===== src/rtl/cwa_pkg.sv =====
package cwa_pkg;
  // True when m is a single non-empty run of ones
  function automatic logic is_run(input logic [63:0] m);
    logic [63:0] low;
    low = m & (~m + 64'd1);
    return (m != 64'd0) && (((m + low) & m) == 64'd0);
  endfunction
endpackage


===== src/rtl/cwa_mask_check.sv =====
module cwa_mask_check #(
  parameter int WAY_W     = 11,
  parameter int NUM_CLASS = 16
) (
  input  logic [63:0] wdata_i,
  output logic        mask_ok_o,
  output logic        class_ok_o
);
  logic [63:0] above;
  assign above      = wdata_i >> WAY_W;
  assign mask_ok_o  = cwa_pkg::is_run(wdata_i) && (above == 64'd0);
  assign class_ok_o = wdata_i[63:32] < 32'(NUM_CLASS);
endmodule


===== src/rtl/cwa_mask_bank.sv =====
module cwa_mask_bank #(
  parameter int NUM_CLASS = 16,
  parameter int WAY_W     = 11,
  parameter int CLS_W     = 4
) (
  input  logic                       clk_i,
  input  logic                       rst_ni,
  input  logic                       we_i,
  input  logic [CLS_W-1:0]           idx_i,
  input  logic [WAY_W-1:0]           wmask_i,
  output logic [NUM_CLASS*WAY_W-1:0] masks_o
);
  for (genvar c = 0; c < NUM_CLASS; c++) begin : g_cls
    logic [WAY_W-1:0] mask_q;
    always_ff @(posedge clk_i or negedge rst_ni) begin
      if (!rst_ni)                               mask_q <= '1;
      else if (we_i && idx_i == CLS_W'(c))       mask_q <= wmask_i;
    end
    assign masks_o[c*WAY_W +: WAY_W] = mask_q;
  end
endmodule


===== src/rtl/cwa_assoc_bank.sv =====
module cwa_assoc_bank #(
  parameter int NUM_LP = 4,
  parameter int CLS_W  = 4,
  parameter int LP_W   = 2
) (
  input  logic                    clk_i,
  input  logic                    rst_ni,
  input  logic                    we_i,
  input  logic [LP_W-1:0]         lp_i,
  input  logic [CLS_W-1:0]        cls_i,
  output logic [NUM_LP*CLS_W-1:0] cls_o
);
  for (genvar l = 0; l < NUM_LP; l++) begin : g_lp
    logic [CLS_W-1:0] cls_q;
    always_ff @(posedge clk_i or negedge rst_ni) begin
      if (!rst_ni)                          cls_q <= '0;
      else if (we_i && lp_i == LP_W'(l))    cls_q <= cls_i;
    end
    assign cls_o[l*CLS_W +: CLS_W] = cls_q;
  end
endmodule


===== src/rtl/cwa_way_sel.sv =====
module cwa_way_sel #(
  parameter int NUM_LP    = 4,
  parameter int NUM_CLASS = 16,
  parameter int WAY_W     = 11,
  parameter int CLS_W     = 4
) (
  input  logic                       clk_i,
  input  logic                       rst_ni,
  input  logic [NUM_CLASS*WAY_W-1:0] masks_i,
  input  logic [NUM_LP*CLS_W-1:0]    cls_i,
  output logic [NUM_LP*WAY_W-1:0]    way_en_o
);
  for (genvar l = 0; l < NUM_LP; l++) begin : g_lp
    logic [CLS_W-1:0] sel;
    logic [WAY_W-1:0] en_q;
    assign sel = cls_i[l*CLS_W +: CLS_W];
    always_ff @(posedge clk_i or negedge rst_ni) begin
      if (!rst_ni) en_q <= '1;
      else         en_q <= masks_i[sel*WAY_W +: WAY_W];
    end
    assign way_en_o[l*WAY_W +: WAY_W] = en_q;
  end
endmodule


===== src/rtl/cwa_alloc_top.sv =====
module cwa_alloc_top #(
  parameter int          NUM_LP      = 4,
  parameter int          NUM_CLASS   = 16,
  parameter int          WAY_W       = 11,
  parameter int          ADDR_W      = 16,
  parameter logic [15:0] MASK_BASE   = 16'h0C90,
  parameter logic [15:0] ASSOC_ADDR  = 16'h0C8F,
  parameter logic [31:0] SHARED_WAYS = 32'h0000_0600,
  localparam int CLS_W = (NUM_CLASS > 1) ? $clog2(NUM_CLASS) : 1,
  localparam int LP_W  = (NUM_LP > 1) ? $clog2(NUM_LP) : 1
) (
  input  logic                    clk_i,
  input  logic                    rst_ni,
  input  logic                    req_valid_i,
  input  logic                    req_write_i,
  input  logic [ADDR_W-1:0]       req_addr_i,
  input  logic [LP_W-1:0]         req_lp_i,
  input  logic [63:0]             req_wdata_i,
  output logic [63:0]             rd_data_o,
  output logic                    fault_o,
  output logic [NUM_LP*WAY_W-1:0] way_en_o,
  output logic [4:0]              cap_mask_len_o,
  output logic [15:0]             cap_class_max_o,
  output logic [31:0]             cap_shared_o
);
  logic [NUM_CLASS*WAY_W-1:0] masks;
  logic [NUM_LP*CLS_W-1:0]    cls;
  logic [ADDR_W-1:0]          off;
  logic [CLS_W-1:0]           idx;
  logic                       hit_mask, hit_assoc, lp_ok;
  logic                       mask_ok, class_ok;
  logic                       mask_we, assoc_we, bad_wr;
  logic [63:0]                rd_d, rd_q;
  logic                       fault_q;

  assign off       = req_addr_i - ADDR_W'(MASK_BASE);
  assign hit_mask  = off < ADDR_W'(NUM_CLASS);
  assign idx       = off[CLS_W-1:0];
  assign hit_assoc = req_addr_i == ADDR_W'(ASSOC_ADDR);
  assign lp_ok     = 32'(req_lp_i) < 32'(NUM_LP);

  cwa_mask_check #(.WAY_W(WAY_W), .NUM_CLASS(NUM_CLASS)) u_check (
    .wdata_i   (req_wdata_i),
    .mask_ok_o (mask_ok),
    .class_ok_o(class_ok)
  );

  assign mask_we  = req_valid_i && req_write_i && hit_mask && mask_ok;
  assign assoc_we = req_valid_i && req_write_i && hit_assoc && class_ok && lp_ok;
  assign bad_wr   = req_valid_i && req_write_i &&
                    ((hit_mask && !mask_ok) || (hit_assoc && (!class_ok || !lp_ok)));

  cwa_mask_bank #(.NUM_CLASS(NUM_CLASS), .WAY_W(WAY_W), .CLS_W(CLS_W)) u_masks (
    .clk_i  (clk_i),
    .rst_ni (rst_ni),
    .we_i   (mask_we),
    .idx_i  (idx),
    .wmask_i(req_wdata_i[WAY_W-1:0]),
    .masks_o(masks)
  );

  cwa_assoc_bank #(.NUM_LP(NUM_LP), .CLS_W(CLS_W), .LP_W(LP_W)) u_assoc (
    .clk_i (clk_i),
    .rst_ni(rst_ni),
    .we_i  (assoc_we),
    .lp_i  (req_lp_i),
    .cls_i (req_wdata_i[32 +: CLS_W]),
    .cls_o (cls)
  );

  cwa_way_sel #(.NUM_LP(NUM_LP), .NUM_CLASS(NUM_CLASS), .WAY_W(WAY_W), .CLS_W(CLS_W)) u_sel (
    .clk_i   (clk_i),
    .rst_ni  (rst_ni),
    .masks_i (masks),
    .cls_i   (cls),
    .way_en_o(way_en_o)
  );

  always_comb begin
    rd_d = '0;
    if (hit_mask) begin
      rd_d[WAY_W-1:0] = masks[idx*WAY_W +: WAY_W];
    end else if (hit_assoc && lp_ok) begin
      rd_d[32 +: CLS_W] = cls[req_lp_i*CLS_W +: CLS_W];
    end
  end

  always_ff @(posedge clk_i or negedge rst_ni) begin
    if (!rst_ni) begin
      rd_q    <= '0;
      fault_q <= 1'b0;
    end else begin
      fault_q <= bad_wr;
      if (req_valid_i && !req_write_i) rd_q <= rd_d;
    end
  end

  assign rd_data_o       = rd_q;
  assign fault_o         = fault_q;
  assign cap_mask_len_o  = 5'(WAY_W - 1);
  assign cap_class_max_o = 16'(NUM_CLASS - 1);
  assign cap_shared_o    = SHARED_WAYS;
endmodule


===== config.mk =====
export PLATFORM = sky130hd
export DESIGN_NAME = cwa_alloc_top
export DESIGN_NICKNAME = d
export VERILOG_FILES = /design/src/rtl/cwa_pkg.sv /design/src/rtl/cwa_mask_check.sv /design/src/rtl/cwa_mask_bank.sv /design/src/rtl/cwa_assoc_bank.sv /design/src/rtl/cwa_way_sel.sv /design/src/rtl/cwa_alloc_top.sv
export SDC_FILE = /design/constraint.sdc
export NUM_CORES = 1
export LEC_CHECK = 0
export ABC_AREA = 1
export ABC_CLOCK_PERIOD_IN_PS = 3100
export BUFFER_PORTS_ARGS = -buffer_cell sky130_fd_sc_hd__buf_2
export CAP_MARGIN = 20
export CORE_MARGIN = 4
export CORE_UTILIZATION = 30
export CTS_CLUSTER_DIAMETER = 50
export DETAILED_ROUTE_END_ITERATION = 10
export HOLD_SLACK_MARGIN = 0.1
export PLACE_DENSITY = 0.51
export SYNTH_ARGS = -nofsm -noshare
export SYNTH_HDL_FRONTEND = slang
export SYNTH_HIERARCHICAL = 1
export SYNTH_SLANG_ARGS = --single-unit

===== constraint.sdc =====
create_clock -name clk_i -period 3.1 [get_ports clk_i]
set_clock_uncertainty 0.1 [all_clocks]
set_input_delay 0.62 -clock clk_i [delete_from_list [all_inputs] [get_ports clk_i]]
set_output_delay 0.62 -clock clk_i [all_outputs]
set_load 0.005 [all_outputs]

[After elaboration in Yosys (flattened, before gate mapping)]
Index checks and enable logic that the tools add are counted.
Word-level totals
  register bits: 252
  bits of input ports: 86
  output and inout port bits: 162
  logic and storage cells: 107
Cells by class
  add/subtract/negate cells: 3
  $mul: 5
  order comparisons: 2
  equal/unequal tests: 19
  shift operators: 6
  mux-type cells: 3
  bitwise logic cells: 3
  reductions and logical operators: 40
Operators with widths (number)
  $shiftx A176 B9 Y11: 5
  $and A64 B64 Y64: 2
  $logic_not A64 Y1: 2
  $add A64 B1 Y64 const B: 1
  $add A64 B64 Y64: 1
  $not A64 Y64: 1
  $reduce_bool A64 Y1: 1
  $mul A4 B4 Y8 const B: 5
  $eq A4 B4 Y1 const B: 8
  $lt A32 B5 Y1 const B: 1
  $logic_and A1 B1 Y1: 31
  $eq A16 B12 Y1 const B: 1
  $eq A4 B3 Y1 const B: 4
  $lt A16 B5 Y1 const B: 1
  $shiftx A16 B5 Y4: 1
  $sub A16 B12 Y16 const B: 1
  $mux W11: 1
  $eq A4 B2 Y1 const B: 2
  $mux W4: 2
  $eq A2 B2 Y1 const B: 2
  $eq A4 B1 Y1 const B: 1
  $logic_not A4 Y1: 1
  $logic_not A1 Y1: 3
  $eq A2 B1 Y1 const B: 1
  other kinds (2): 2

[Longest topological paths before layout]
Gate-level depths: netlist of run 1.
  depth in word-level cells: 12
  mapped depth: 20
  depth with buffers taken out: 18

[Modules after synthesis]
Netlist of run 1, hierarchy kept.
Modules (own cells, without submodules)
  cwa_way_sel: times used 1, cells an instance 1736, area an instance 8548.2 sq um, seq. area each 1156.1 sq um
  cwa_mask_bank: times used 1, cells an instance 839, area an instance 7375.8 sq um, seq. area each 4624.4 sq um
  cwa_alloc_top: times used 1, cells an instance 636, area an instance 3412.0 sq um, seq. area each 400.4 sq um
  cwa_mask_check: times used 1, cells an instance 182, area an instance 779.5 sq um, seq. area each 0.0 sq um
  cwa_assoc_bank: times used 1, cells an instance 75, area an instance 709.4 sq um, seq. area each 400.4 sq um

[Worst setup path after synthesis of run 1]
OpenSTA, ideal clock, no wires.
  path type: input to register
  start: input req_wdata_i[4]
  end: register u_masks.g_cls[3].mask_q[0]
  arrival time: 2.431 ns
  data required time: 2.925 ns
  setup slack: 0.494 ns
  stages: 20
  buffers on the path: 2
  cell sequence: nor2_2 -> nand2_1 -> nor2_4 -> inv_2 -> a21oi_2 -> nor2_1 -> nand2_1 -> nand2_1 -> nand2_1 -> nand2_1 -> nor2_1 -> inv_1 -> nor3_1 -> buf_4 -> nand3_1 -> inv_1 -> nand2_1 -> buf_2 -> nand2_1 -> nand2_1
Between the ends
  word-level cells in the longest chain between the ends: 10
  elaborated cells on any way between the ends: 11
RTL lines
  start: declaration: RTL line cwa_alloc_top.sv:18  | input logic [63:0] req_wdata_i,
  $not A64 Y64: RTL line cwa_pkg.sv:5  | low = m & (~m + 64'd1);
  $add A64 B1 Y64: RTL line cwa_pkg.sv:5
  $and A64 B64 Y64: RTL line cwa_pkg.sv:5
  $add A64 B64 Y64: RTL line cwa_pkg.sv:6  | return (m != 64'd0) && (((m + low) & m) == 64'd0);
  $and A64 B64 Y64: RTL line cwa_pkg.sv:6
  $logic_not A64 Y1: RTL line cwa_pkg.sv:6
  $logic_and A1 B1 Y1 (*): RTL line cwa_pkg.sv:6
  $logic_and A1 B1 Y1 (*): RTL line cwa_mask_check.sv:11  | assign mask_ok_o = cwa_pkg::is_run(wdata_i) && (above == 64'd0);
  net mask_ok: RTL line cwa_alloc_top.sv:31  | logic mask_ok, class_ok;
  $logic_and A1 B1 Y1 (*): RTL line cwa_alloc_top.sv:48  | assign mask_we = req_valid_i && req_write_i && hit_mask && mask_ok;
  net mask_we: RTL line cwa_alloc_top.sv:32  | logic mask_we, assoc_we, bad_wr;
  $logic_and A1 B1 Y1 (*): RTL line cwa_mask_bank.sv:17  | else if (we_i && idx_i == CLS_W'(c)) mask_q <= wmask_i;
  end signal: assignment: RTL line cwa_mask_bank.sv:17
  end: declaration: RTL line cwa_mask_bank.sv:14  | logic [WAY_W-1:0] mask_q;
Mark *: on every way through the listed nets, which the timed path passes. The rest lies on a longest branch.
A chain may end at the register's enable or synchronous reset.

[Worst setup path in the final report of run 1]
  start: input req_wdata_i[33]
  end: register u_masks.g_cls[3].mask_q[9]
Between the ends
  word-level cells in the longest chain between the ends: 10
  elaborated cells on any way between the ends: 12
RTL lines (RTL line)
  $not A64 Y64: cwa_pkg.sv:5
  $add A64 B1 Y64: cwa_pkg.sv:5
  $and A64 B64 Y64: cwa_pkg.sv:5
  $add A64 B64 Y64: cwa_pkg.sv:6
  $and A64 B64 Y64: cwa_pkg.sv:6
  $logic_not A64 Y1: cwa_pkg.sv:6
  $logic_and A1 B1 Y1: cwa_pkg.sv:6
  $logic_and A1 B1 Y1 (*): cwa_mask_check.sv:11
  net mask_ok: cwa_alloc_top.sv:31
  $logic_and A1 B1 Y1 (*): cwa_alloc_top.sv:48
  net mask_we: cwa_alloc_top.sv:32
  $logic_and A1 B1 Y1 (*): cwa_mask_bank.sv:17
Marks and branches as above.

==> results of run 1 <==
-- flip-flops by register name, summed over array words and instances, names as in the netlist --
register / cells
u_masks/g_cls.mask_q: 176
u_sel/g_lp.en_q: 44
u_assoc/g_lp.cls_q: 16
rd_data_o: 15
fault_o: 1
-- routing by layer --
metal  share of wire  up-vias  global-route usage
li1                -    10890                   -
met1            0.45    10800              0.3604
met2            0.40     1284              0.3398
met3            0.11      176             0.05374
met4           0.041        0             0.09115
met5               0        -                   0
-- final timing paths --
path                                                               from                                      end  slack [ns]  cells past startpoint
worst max-delay path                                    req_wdata_i[33]   u_masks/g_cls[3].mask_q[9]$_DFFE_PN1P_        0.33                     22
worst min-delay path                                             rst_ni   u_masks/g_cls[7].mask_q[7]$_DFFE_PN1P_        0.19                      1
worst max register to register     u_assoc/g_lp[3].cls_q[0]$_DFFE_PN0P_          u_sel/g_lp[3].en_q[9]$_DFF_PN1_        0.93                      7
worst min register to register  u_masks/g_cls[0].mask_q[10]$_DFFE_PN1P_  u_masks/g_cls[0].mask_q[10]$_DFFE_PN1P_        0.37                      2
max in group asynchronous                                        rst_ni  u_masks/g_cls[12].mask_q[6]$_DFFE_PN1P_        2.16                      2
min in group clk_i                                          req_write_i                        fault_o$_DFF_PN0_        0.23                      3
-- cell families after synthesis --
| family | Yosys count | synth area share |
|---|---|---|
| other | 2 | 0.0003606 |
| AO/OA/AOI/OAI | 42 | 0.01316 |
| AND/OR/NAND/NOR | 2577 | 0.5243 |
| flip-flops | 252 | 0.3160 |
| buffers and inverters | 595 | 0.1461 |
-- repair_timing --
item | in CTS | in global routing
hold buffers | 0 | 0
setup endpoints to repair | 0 | 4
gates resized for setup | 0 | 1
-- worst reg2reg max path: cells and delay by family, from the launching register on --
| kind | cells | cell delay (ns) |
|---|---|---|
| buffers and inverters | 2 | 0.82 |
| DFF | 1 | 0.57 |
| and+or+nand+nor | 5 | 0.56 |
-- area by class of cell --
class | count | area [um^2] | area share
Clock buffer | 53 | 1111 | 0.04722
Tap cell | 931 | 1165 | 0.04951
Timing Repair Buffer | 269 | 1869 | 0.07944
Sequential cell | 252 | 6591 | 0.2801
Multi-Input combinational cell | 2721 | 11600 | 0.4930
Clock inverter | 20 | 242.7 | 0.01032
Inverter | 250 | 950.9 | 0.04041
-- report_power, final --
part | total (mW) | leakage (nW) | internal (mW) | switching [mW]
clock network | 4.59 | 0.647 | 2.80 | 1.79
logic | 0.593 | 8.93 | 0.155 | 0.438
registers | 3.31 | 2.71 | 3.31 | 0.0000173
-- through the flow --
stage	TNS, ns	hold WS (ns)	util
2_1_floorplan	0	0.2244	-
3_3_place_gp	-32.13	0.3614	0.3227
3_5_place_dp	-44.29	0.3628	0.3227
4_1_cts	0	0.1999	0.3424
5_1_grt	0	0.2285	0.3425
6_report	0	0.1899	0.3425
-- Yosys cell counts, drive strengths merged --
cell,count
inv,250
a21oi,3
o21bai,22
nand3b,1
nand3,778
nor4,2
a21boi,2
conb,2
nand4,60
and2,1
nor3,4
o21ai,15
buf,297
dfrtp,32
nand2,1594
nor2,137
dfstp,220
clkbuf,48
==> run_results.csv, run 1 <==
group,metric,value,unit
critical_path,path_class,"primary input to flip-flop",
logic_synthesis,yosys_warnings,6,
finish,final_cell_count_no_fill,4496,
logic_synthesis,ys_ff_latch,252,
logic_synthesis,syn_inst,3468,
power_and_ir_drop,power,8.494,mW
placed_design,place_ws,-0.3088,ns
critical_path,max_stage_delay,0.23,ns
grt,grt_max_degree,95,
finish,fillers,7643,
cts,cts_sinks,252,
logic_synthesis,yosysSeqAreaShare,0.3160,
cts,cts_tree,"done",
logic_synthesis,synth_top_area_share,0.2870,
finish,layout_commonest_cell,"nand2_1",
drt,wl_per_cell,20.79,um
sta,hold_viol_final,0,
logic_synthesis,synth_cell_types,32,
cts,postCtsSetupRepairBufs,0,
cts,htree_levels,2,
critical_path,path_common_cell,"nand2_1",
sta,tightest_slew,1.091,ns
critical_path,worst_ep_required_time,3.49,ns
sta,setup_violations,0,
floorplan,die_h,271.5,um
sta,min_period,2.766,ns
sta,slew_headroom,0.2726,
power_and_ir_drop,cellLeakagePower,12.28,nW
critical_path,crit_chain,"buf_2 -> nor2_2 -> buf_4 -> nand2_1 -> nor2_1 -> nand2_1 -> nor2_1 -> nand2_1 -> nor2_1 -> nand3_1 -> nor2_1 -> nand3_1 -> nor2_1 -> inv_1 -> nor3_2 -> buf_4 -> nand3_1 -> inv_1 -> nand2_1 -> buf_4 -> nand2_1 -> nand2_1",
floorplan,fp.dieArea,0.07370,mm^2
sta,min_period_over_period,0.8923,
grt,grt_first_pass_wirelength,137900,um
sta,max_freq,361.5,MHz
critical_path,cp.arrival,3.16,ns
drt,drt-initial-drc-count,2775,
critical_path,critPathMaxFanout,11,
grt,overflow,0,
drt,routed_via_density,5.150,
critical_path,cp-end-kind,"flip-flop",
drt,num_vias,23150,
drt,dr.pass1.iters,7,
cts,clk_path_buf_depth,3,
power_and_ir_drop,ir_worst_vdd,0.3769,mV
critical_path,crit_path_start_kind,"primary input",
logic_synthesis,syn_area,0.02082,mm^2
placed_design,io_buffers,145,
run_status,outcome,"finished clean",
grt,grt_pass1_vias,20900,
finish,layout-drive-gt1-share,0.1675,
finish,final_cell_mix,"1,592 x nand2_1, 772 x nand3_1, 239 x inv_1",
critical_path,path_buf_inv,6,
drt,drcViolationCount,0,
floorplan,core-area,0.06871,mm^2
finish,nNetsFinal,3620,
placed_design,gp_congestion,0.9313,
cts,numCtsBuffers,40,
finish,syn_to_final_growth,12.99,%
hold_path,hold_path.class,"primary input to async pin",
floorplan,io-pin-count,248,
sta,rsz0062_at_grt,"no",
sta,setup_slack,0.3337,ns
grt,antenna_found_initial,0,
cts,clockRootBuffer,"clkbuf_16",
drt,final_antenna_net_count,0,
power_and_ir_drop,powerDensity,361.0,mW/mm^2
grt,track_usage,0.2425,
floorplan,start_util,0.3031,
cts,path_clk_slew,0.06,ns
flow_run,cap_violations,0,
placed_design,placed_area,0.02217,mm^2
critical_path,cp_top_family,"simple AND/OR/NAND/NOR gates",
placed_design,dp_cells,4423,
sta,slew_violations,0,
logic_synthesis,synth.area.top_cells,"nand2_1 29%, dfstp_2 28%, nand3_1 19%",
cts,clkLatencyLatePin,0.58,ns
placed_design,hpwlAfterDp,65690,um
floorplan,die_x,271.5,um
floorplan,rows,96,
critical_path,cpMaxStageDelayCell,"inv_1",
logic_synthesis,yosysTopAreaCell,"nand2_1",
finish,design_area,0.02353,mm^2
logic_synthesis,syn_avg_cell_area,6.005,um^2
drt,routed_wirelength,93460,um
finish,diodes,0,
No activity file was read; power rests on OpenSTA's default activity.
==> run 2: changes to the inputs <==
Settings changed: PLACE_DENSITY 0.51 to 0.48.
==> run 2 against run 1 <==
  * Cell area increased by 0.16%
  * Sequential share of layout area barely moved
  * Worst hold slack better by 0.044 ns
  * Register-to-register slack got worse by 0.11 ns
  * Global-route usage up 0.91 points
  * Sequential power about the same
  * Die area unchanged
  * Maximum frequency rose by 6.6%
  * First-iteration DRC count rose by 6.9%
  * Critical path depth is 1 lower
  * Clock power decreased by 2%
  * Critical endpoint is now u_masks/g_cls[14].mask_q[5]$_DFFE_PN1P_
  * Largest power group unchanged
==> run_results.csv, run 2 (same netlist as run 1, synthesis figures left out) <==
group,metric,value,unit
grt,grt_pass1_vias,20860,
critical_path,critPathMaxFanout,11,
critical_path,cp.arrival,2.99,ns
sta,rsz0062_at_grt,"no",
finish,regMostFlops,"u_masks/g_cls.mask_q",
critical_path,worst_ep_required_time,3.50,ns
placed_design,gp_congestion,0.9365,
cts,postCtsSetupRepairBufs,0,
critical_path,cp-end-kind,"flip-flop",
drt,drt-initial-drc-count,2967,
finish,nNetsFinal,3623,
critical_path,max_stage_delay,0.24,ns
critical_path,cpMaxStageDelayCell,"nand3_1",
drt,wl_per_cell,21.49,um
floorplan,io-pin-count,248,
sta,min_period_over_period,0.8370,
drt,final_antenna_net_count,0,
drt,routed_wirelength,96650,um
floorplan,core-area,0.06871,mm^2
power_and_ir_drop,ir_worst_vdd,0.3940,mV
hold_path,hold_path.class,"primary input to async pin",
critical_path,crit_path_start_kind,"primary input",
cts,clockRootBuffer,"clkbuf_16",
drt,num_vias,23090,
grt,antenna_found_initial,0,
sta,tightest_slew,0.9909,ns
grt,track_usage,0.2516,
finish,reg.largest.list,"u_masks/g_cls.mask_q: 176 flops, u_sel/g_lp.en_q: 44 flops, u_assoc/g_lp.cls_q: 16 flops",
cts,numCtsBuffers,39,
run_status,outcome,"finished clean",
finish,final_cell_mix,"1,592 x nand2_1, 772 x nand3_1, 239 x inv_1",
sta,setup_violations,0,
cts,cts_tree,"done",
floorplan,fp.dieArea,0.07370,mm^2
flow_run,cap_violations,0,
cts,path_clk_slew,0.05,ns
floorplan,rows,96,
drt,dr.pass1.iters,6,
grt,overflow,0,
cts,htree_levels,2,
finish,layout_commonest_cell,"nand2_1",
floorplan,die_h,271.5,um
grt,grt_first_pass_wirelength,141300,um
cts,cts_sinks,252,
cts,clkLatencyLatePin,0.57,ns
grt,grt_max_degree,95,
sta,hold_viol_final,0,
finish,syn_to_final_growth,13.17,%
sta,min_period,2.595,ns
placed_design,io_buffers,145,
drt,routed_via_density,5.133,
power_and_ir_drop,powerDensity,357.9,mW/mm^2
floorplan,die_x,271.5,um
power_and_ir_drop,cellLeakagePower,12.31,nW
floorplan,start_util,0.3031,
critical_path,cp_top_family,"simple AND/OR/NAND/NOR gates",
sta,slew_violations,0,
sta,hold_ws,0.2337,ns
critical_path,path_common_cell,"nor2_1",
placed_design,hpwlAfterDp,68650,um
finish,diodes,0,
cts,ctsHoldBuffers,0,
finish,final_core_util,0.3430,
critical_path,path_class,"primary input to flip-flop",
finish,layout-drive-gt1-share,0.1671,
cts,cts_resized,0,
critical_path,crit_chain,"buf_2 -> nor2_1 -> buf_4 -> nand2_1 -> nor2_1 -> nand2_1 -> nor2_1 -> nand2_1 -> nor2_1 -> nand3_1 -> nor2_1 -> nand3_1 -> nor2_1 -> inv_1 -> nor3_2 -> buf_4 -> nand3_1 -> nor2_1 -> buf_4 -> nand2_1 -> nand2_1",
sta,max_freq,385.4,MHz
cts,clk_path_buf_depth,3,
critical_path,path_buf_inv,5,
sta,slew_headroom,0.3387,
finish,largest_register_ffs,176,
drt,drcViolationCount,0,
==> run 2: worst paths after layout <==
kind	start	to	slack (ns)	cells past startpoint
worst max-delay path	req_wdata_i[33]	u_masks/g_cls[14].mask_q[5]$_DFFE_PN1P_	0.51	21
worst min-delay path	rst_ni	u_sel/g_lp[3].en_q[9]$_DFF_PN1_	0.23	1
worst max register to register	u_assoc/g_lp[3].cls_q[0]$_DFFE_PN0P_	u_sel/g_lp[3].en_q[9]$_DFF_PN1_	0.82	7
worst min register to register	u_masks/g_cls[0].mask_q[2]$_DFFE_PN1P_	u_masks/g_cls[0].mask_q[2]$_DFFE_PN1P_	0.37	2
max in group asynchronous	rst_ni	u_masks/g_cls[5].mask_q[1]$_DFFE_PN1P_	2.23	2
min in group clk_i	req_write_i	fault_o$_DFF_PN0_	0.27	3
==> run 2: layout make-up <==
type	instances	area (um^2)
repair buffers	273	1949
clock buffers	54	1104
multi-input cells	2721	11600
fillers	7694	45140
flip-flops and latches	252	6599
clock inverters	16	202.7
inverters	250	950.9
well taps	931	1165
==> run 2: stage by stage <==
| stage | total power [mW] | setup WS [ns] | area [um^2] | TNS [ns] | instances |
|---|---|---|---|---|---|
| after floorplan | 3.733 | 0.4935 | 21200 | 0 | 3568 |
| final | 8.436 | 0.5052 | 23570 | 0 | 4497 |
| after detailed placement | 3.961 | -0.07310 | 22260 | -5.039 | 4427 |
| after CTS | 8.544 | 0.5051 | 23570 | 0 | 4497 |
| after global routing | 8.752 | 0.1914 | 23570 | 0 | 4497 |
| after global placement | 3.964 | -0.06010 | 22260 | -4.473 | 4427 |
==> run 2: metal layers <==
layer,vias to the layer above,global-route usage,part of all wire
met5,-,0,0
met4,0,0.1072,0.046
met3,175,0.03615,0.091
met2,1169,0.3574,0.42
met1,10870,0.3771,0.45
li1,10880,-,-
==> run 2: where the power goes <==
part	internal [mW]	total (mW)	switching [mW]
Sequential	3.31	3.31	0.0000186
Clock	2.77	4.52	1.75
Combinational	0.157	0.610	0.453
Total	6.23	8.44	2.21
